$ cat src/rtl/irq_entry_seq.sv
module irq_entry_seq #(
  parameter int AW = 16,
  parameter int VW = 10,
  parameter logic [AW-1:0] RESET_PC = '0
) (
  input  logic          clk,
  input  logic          rst_n,
  input  logic          boundary,
  input  logic          irq,
  output logic          proceed,
  output logic          ack,
  input  logic          vec_valid,
  input  logic [VW-1:0] vec_data,
  output logic          mem_rd,
  output logic [AW-1:0] mem_addr,
  input  logic [AW-1:0] mem_rdata,
  input  logic          mem_ready,
  input  logic          ret,
  input  logic          pc_wr,
  input  logic [AW-1:0] pc_wdata,
  input  logic          psr_wr,
  input  logic [15:0]   psr_wdata,
  output logic [AW-1:0] pc,
  output logic [15:0]   psr
);
  localparam int PRIO_W = 3;
  localparam int EN_BIT = 3;

  typedef enum logic [1:0] {S_IDLE, S_ACK, S_HND, S_PRI} state_t;

  state_t        st;
  logic [AW-1:0] vec_q, spc;
  logic [15:0]   spsr;
  logic          idle, take;

  assign idle     = (st == S_IDLE);
  assign take     = idle && !ret && boundary && irq && psr[EN_BIT];
  assign proceed  = idle && !ret && boundary && !(irq && psr[EN_BIT]);
  assign ack      = (st == S_ACK);
  assign mem_rd   = (st == S_HND) || (st == S_PRI);
  assign mem_addr = (st == S_PRI) ? vec_q + AW'(1) : vec_q;

  always_ff @(posedge clk) begin
    if (!rst_n) begin
      st    <= S_IDLE;
      pc    <= RESET_PC;
      psr   <= '0;
      spc   <= RESET_PC;
      spsr  <= '0;
      vec_q <= '0;
    end else begin
      case (st)
        S_IDLE: begin
          if (ret) begin
            pc  <= spc;
            psr <= spsr;
          end else if (take) begin
            spc         <= pc;
            spsr        <= psr;
            psr[EN_BIT] <= 1'b0;
            st          <= S_ACK;
          end else begin
            if (pc_wr)  pc  <= pc_wdata;
            if (psr_wr) psr <= psr_wdata;
          end
        end
        S_ACK: begin
          if (vec_valid) begin
            vec_q <= {{(AW-VW){1'b0}}, vec_data};
            st    <= S_HND;
          end
        end
        S_HND: begin
          if (mem_ready) begin
            pc <= mem_rdata;
            st <= S_PRI;
          end
        end
        S_PRI: begin
          if (mem_ready) begin
            psr[PRIO_W-1:0] <= mem_rdata[PRIO_W-1:0];
            psr[EN_BIT]     <= 1'b1;
            st              <= S_IDLE;
          end
        end
        default: st <= S_IDLE;
      endcase
    end
  end
endmodule


$ cat config.mk
export PLATFORM = sky130hd
export DESIGN_NAME = irq_entry_seq
export DESIGN_NICKNAME = d
export VERILOG_FILES = /design/src/rtl/irq_entry_seq.sv
export SDC_FILE = /design/constraint.sdc
export NUM_CORES = 1
export LEC_CHECK = 0
export ABC_AREA = 0
export CORE_ASPECT_RATIO = 0.9
export CORE_MARGIN = 3
export CORE_UTILIZATION = 50
export CTS_CLUSTER_DIAMETER = 200
export DETAILED_ROUTE_END_ITERATION = 6
export HOLD_SLACK_MARGIN = 0.1
export PLACE_DENSITY = 0.86
export SLEW_MARGIN = 20
export SYNTH_ARGS = -nofsm -noshare
export SYNTH_HDL_FRONTEND = slang
export SYNTH_SLANG_ARGS = --single-unit
$ cat constraint.sdc
create_clock -name clk -period 2.7 [get_ports clk]
set_clock_uncertainty 0.1 [all_clocks]
set_input_delay 0.27 -clock clk [delete_from_list [all_inputs] [get_ports clk]]
set_output_delay 0.27 -clock clk [all_outputs]
set_load 0.02 [all_outputs]
Yosys cells after proc, flatten, opt, wreduce, memory -nomap -nowiden:

Index checks and enable logic that the tools add are counted.

* flip-flop bits (word level): 76
* output and inout bits: 51
* word-level logic and storage cells: 62

* add/subtract/negate cells: 1
* equality and inequality tests: 13
* multiplexer cells: 19
* bitwise gates (word level): 1
* reductions and logical operators: 20

Operators by type and width (number)
* 2-to-1 mux 16 bit: 6
* one-hot mux 16 bit (2 select lines): 1
* 2-to-1 mux 12 bit: 1
* adder 10 x 1 -> 11 bit, second input constant: 1
* 2-to-1 mux 11 bit: 1
* 2-to-1 mux 2 bit: 5
* != test 3 bit, second input constant: 3
* AND reduction 3 bit: 3
* != test 2 bit, second input constant: 4
* one-hot mux 2 bit (4 select lines): 1
* one-hot mux 4 bit (2 select lines): 1
* AND reduction 4 bit: 2
* logical AND 1 bit: 6
* nonzero test 2 bit: 3
* AND reduction 5 bit: 1
* equality test 2 bit, second input constant: 2
* 2-to-1 mux 4 bit: 1
* != test 2 x 1 -> 1 bit, second input constant: 2
* != test 4 x 3 -> 1 bit, second input constant: 1
* 2-to-1 mux 3 bit: 1
* equality test 2 x 1 -> 1 bit, second input constant: 1
* logical NOT 1 bit: 2
* logical NOT 2 bit: 1
* AND reduction 2 bit: 1
* other kinds (3): 3

Depth between registers and ports, before layout:

* word-level depth: 8
* gate-level depth with buffers: 8
* depth with buffers taken out: 6

Least setup slack after synthesis:

No wires, ideal clock.

* path type: reg2out
* from: reg st[0]
* to: out mem_addr[4]
* data arrival time: 1.530 ns
* required time: 2.330 ns
* path slack: 0.800 ns
* stages on the path, launching flop included: 6
* buffers on the path: 2
* path through: dfxtp_1 ha_1 clkbuf_1 clkbuf_1 nand4_1 xnor2_1

* cells in the longest elaborated chain, start to end: 2

Ends and longest elaborated chain
* from (decl): line 31 `state_t st;`
* from (signal assigned): line 45 `st <= S_IDLE;`
* from (signal assigned): line 61 `st <= S_ACK;`
* from (signal assigned): line 70 `st <= S_HND;`
* equality test 2 bit: line 41 `assign mem_addr = (st == S_PRI) ? vec_q + AW'(1) : vec_q;`
* 2-to-1 mux 11 bit: line 41
* to (decl): line 15 `output logic [AW-1:0] mem_addr,`

Every way passes these cells.

Worst setup path in the final report:

* from: reg st[0]
* to: out mem_addr[7]

Same word-level chain as after synthesis.

==> flow_metrics.py <==
metrics = {
    "pwr": {
        "leakagePower_nw": 1.90,
        "seqPwrFrac": 0.452,
        "ir_drop_v": 0.000384,
        "swShare": 0.245,
        "cell_internal_pwr_mw": 1.98,
        "p_total_mw": 2.63,
        "power_frac_comb": 0.155,
        "power_density_mw_per_mm2": 518,
        "p_sw_mw": 0.644,
        "clockPowerShare": 0.393,
    },
    "setup_path": {
        "cpMostUsedCell": "nand3_1",
        "cpPeakStageDelay_ns": 0.61,
        "end_kind": "primary output",
        "critical_path_class": "flop to primary output",
        "cp.arrival_ns": 2.17,
        "path_buf_inv": 1,
        "crit_path_max_fanout": 5,
        "cp_top_family": "buffers and inverters",
        "cp_slowest_cell": "clkdlybuf4s50_1",
        "cp-start-kind": "flop",
        "crit_chain": "ha_1, nand3_1, nor2_2, nand3_1, xnor2_1, clkdlybuf4s50_1",
        "critPathRequiredTime_ns": 2.33,
    },
    "sta": {
        "tightest_slew_ns": 0.758,
        "maxSlewHeadroom": 0.492,
        "fmax_mhz": 394,
        "drv_slew": 0,
        "finalCritPeriodShare": 0.939,
        "hold_viol": 0,
        "period_needed_ns": 2.54,
        "setup_viol": 0,
        "setup_tns_ns": 0,
    },
    "logic_synthesis": {
        "synth-seq-cells": 76,
        "synth_top_area_frac": 0.415,
        "async_flop_share": 0,
        "synthCells": 465,
        "synth_flop_cell": "dfxtp_1",
        "synth_cell_types": 43,
        "syn_area_sq_mm": 0.00367,
        "synth_edf_count": 0,
        "yosys-top-cells-area": "dfxtp_1 (42%), nand2_1 (13%), a21boi_0 (7.6%)",
        "ys_seq_area_frac": 0.415,
        "avgSynthCellArea_sq_um": 7.88,
        "yosysTopAreaCell": "dfxtp_1",
        "synthMostInstantiatedCell": "nand2_1",
        "ys.warnings.count": 0,
        "synthTopCellsByCount": "nand2_1 (131), dfxtp_1 (76), a21boi_0 (37)",
    },
    "clock_tree": {
        "cts_made_buffers": 9,
        "htree_levels": 3,
        "clkSinkCount": 76,
        "cts_post_setup_buffers_inserted": 0,
        "worstSkewPairLatency_ns": 0.34,
        "clockRootBuffer": "clkbuf_8",
        "cts_tree": "built",
        "clockBufferDepth": 2,
        "clk_pin_slew_ns": 0.08,
    },
    "die": {
        "fp.dieH_microns": 87.2,
        "start_util": 0.537,
        "core_region_area_sq_mm": 0.00683,
        "dieArea_sq_mm": 0.00840,
        "ios": 118,
        "placementRows": 28,
        "dieWidth_microns": 96.3,
    },
    "outcome": {
        "status": "completed",
    },
    "route": {
        "postRouteAntennaNets": 0,
        "drtPass1Iterations": 4,
        "via_per_inst": 5.34,
        "wl_per_cell_microns": 14.8,
        "drt_iter0_drc": 133,
        "routed_wirelength_mm": 9.70,
        "num_vias": 3499,
        "drc": 0,
    },
    "layout": {
        "final_cells": 655,
        "diodes": 0,
        "areaGrowthSynthToFinish_pct": 38.3,
        "nets": 633,
        "drive_gt1_frac": 0.0637,
        "fillers": 507,
        "final_util": 0.742,
    },
    "place": {
        "dp.cells": 639,
        "place.gp.congestion": 0.848,
        "place_hpwl_mm": 6.86,
        "port_buffers": 112,
    },
    "global_route": {
        "grt_usage": 0.238,
        "grt_pass1_vias": 3412,
        "grt_max_degree": 77,
        "grt_pass1_wl_mm": 15.6,
        "antenna_found_initial": 0,
        "overflow": 0,
    },
    "hold_path": {
        "worstHoldPathType": "input port to flop",
    },
    "flow_run": {
        "maxCapViolCount": 0,
    },
}
==> routing by layer <==
metal  wire length, microns  GRT usage  vias to the layer above
li1                       -          -                     1748
met1                   4230      0.296                     1629
met2                   4600      0.381                      114
met3                    803     0.0890                        8
met4                     72     0.0762                        0
met5                      0          0                        -
==> cells by family (layout without fill, tap and decap cells) <==
logic type	Yosys count	after routing	synth area share
multiplexers	26	26	0.0717
other	1	5	0.00102
AO/OA/AOI/OAI	101	101	0.186
buffers and inverters	46	142	0.0560
adder cells (fa/ha/maj)	6	6	0.0205
flip-flops	76	76	0.415
XOR/XNOR	9	9	0.0215
AND/OR/NAND/NOR	200	200	0.228
==> power by group through the flow <==
stage | registers, mW | logic [mW] | clock network, mW
floorplan | 1.25 | 0.165 | 0
global placement | 1.21 | 0.393 | 0
detailed placement | 1.21 | 0.402 | 0
CTS | 1.19 | 0.403 | 1.05
global route | 1.19 | 0.439 | 1.10
finish | 1.19 | 0.407 | 1.03
==> sequential cells by signal, indices dropped and copies added (netlist names) <==
register and count:
vec_q 10, st 2, psr 16, spc 16, pc 16, spsr 16
==> layout make-up <==
| type | instances | area, sq um | share of cell area |
|---|---|---|---|
| inverter | 5 | 18.8 | 0.00370 |
| clock buffer | 10 | 128 | 0.0252 |
| tap | 90 | 113 | 0.0222 |
| multi-input combinational | 347 | 1980 | 0.390 |
| clock inverter | 6 | 111 | 0.0220 |
| sequential | 76 | 1520 | 0.300 |
| timing repair buffer | 121 | 1200 | 0.237 |
==> per-stage QoR <==
step / worst slack, ns / hold WS (ns) / instance area, sq um
finish: 0.164 / 0.255 / 5070
global route: -0.000773 / 0.247 / 5070
CTS: 0.0519 / 0.237 / 5040
detailed placement: 0.218 / 0.351 / 4800
global placement: 0.357 / 0.342 / 4800
floorplan: 0.800 / 0.305 / 3680
==> worst paths after layout <==
kind                                     startpoint                   to  slack [ns]  cells after the start
worst max-delay path             st[0]$_SDFFE_PN0P_          mem_addr[7]        0.16                      6
worst min-delay path                          rst_n   pc[9]$_SDFFE_PN0P_        0.26                      3
worst max register to register   st[0]$_SDFFE_PN0P_   pc[0]$_SDFFE_PN0P_        0.50                      6
worst min register to register  spc[3]$_SDFFE_PN0P_  spc[3]$_SDFFE_PN0P_        0.36                      2
==> worst register-to-register path, stage by stage (launching register included) <==
cell and delay (ns):
dfxtp_1 0.35, inv_1 0.15, ha_1 0.19, buf_4 0.31, mux2_2 0.42, o211ai_4 0.32, o21ai_0 0.22
==> layout by cell type, fill, tap and decap left out, types with 2 or more instances in the layout <==
cell type / n
nor3_1: 2
nand3_1: 23
nor2_2: 2
nand2_1: 131
mux2i_1: 24
bufinv_16: 3
nor2_1: 26
and3_1: 2
a21boi_0: 37
nand4_1: 2
clkdlybuf4s50_1: 109
mux2_2: 2
dlymetal6s2s_1: 2
or2_2: 2
clkbuf_8: 9
conb_1: 5
xor2_1: 3
xnor2_1: 6
ha_1: 5
buf_4: 8
nor2b_1: 3
dfxtp_1: 76
inv_1: 5
a21boi_1: 4
o21ai_0: 36
o21ai_1: 4
o221ai_1: 11
==> repair_timing <==
item                       CTS  global route
setup endpoints to repair    0             4
gates resized for setup      0             5
hold buffers                 0             0
No activity file was read; power rests on OpenSTA's default activity.
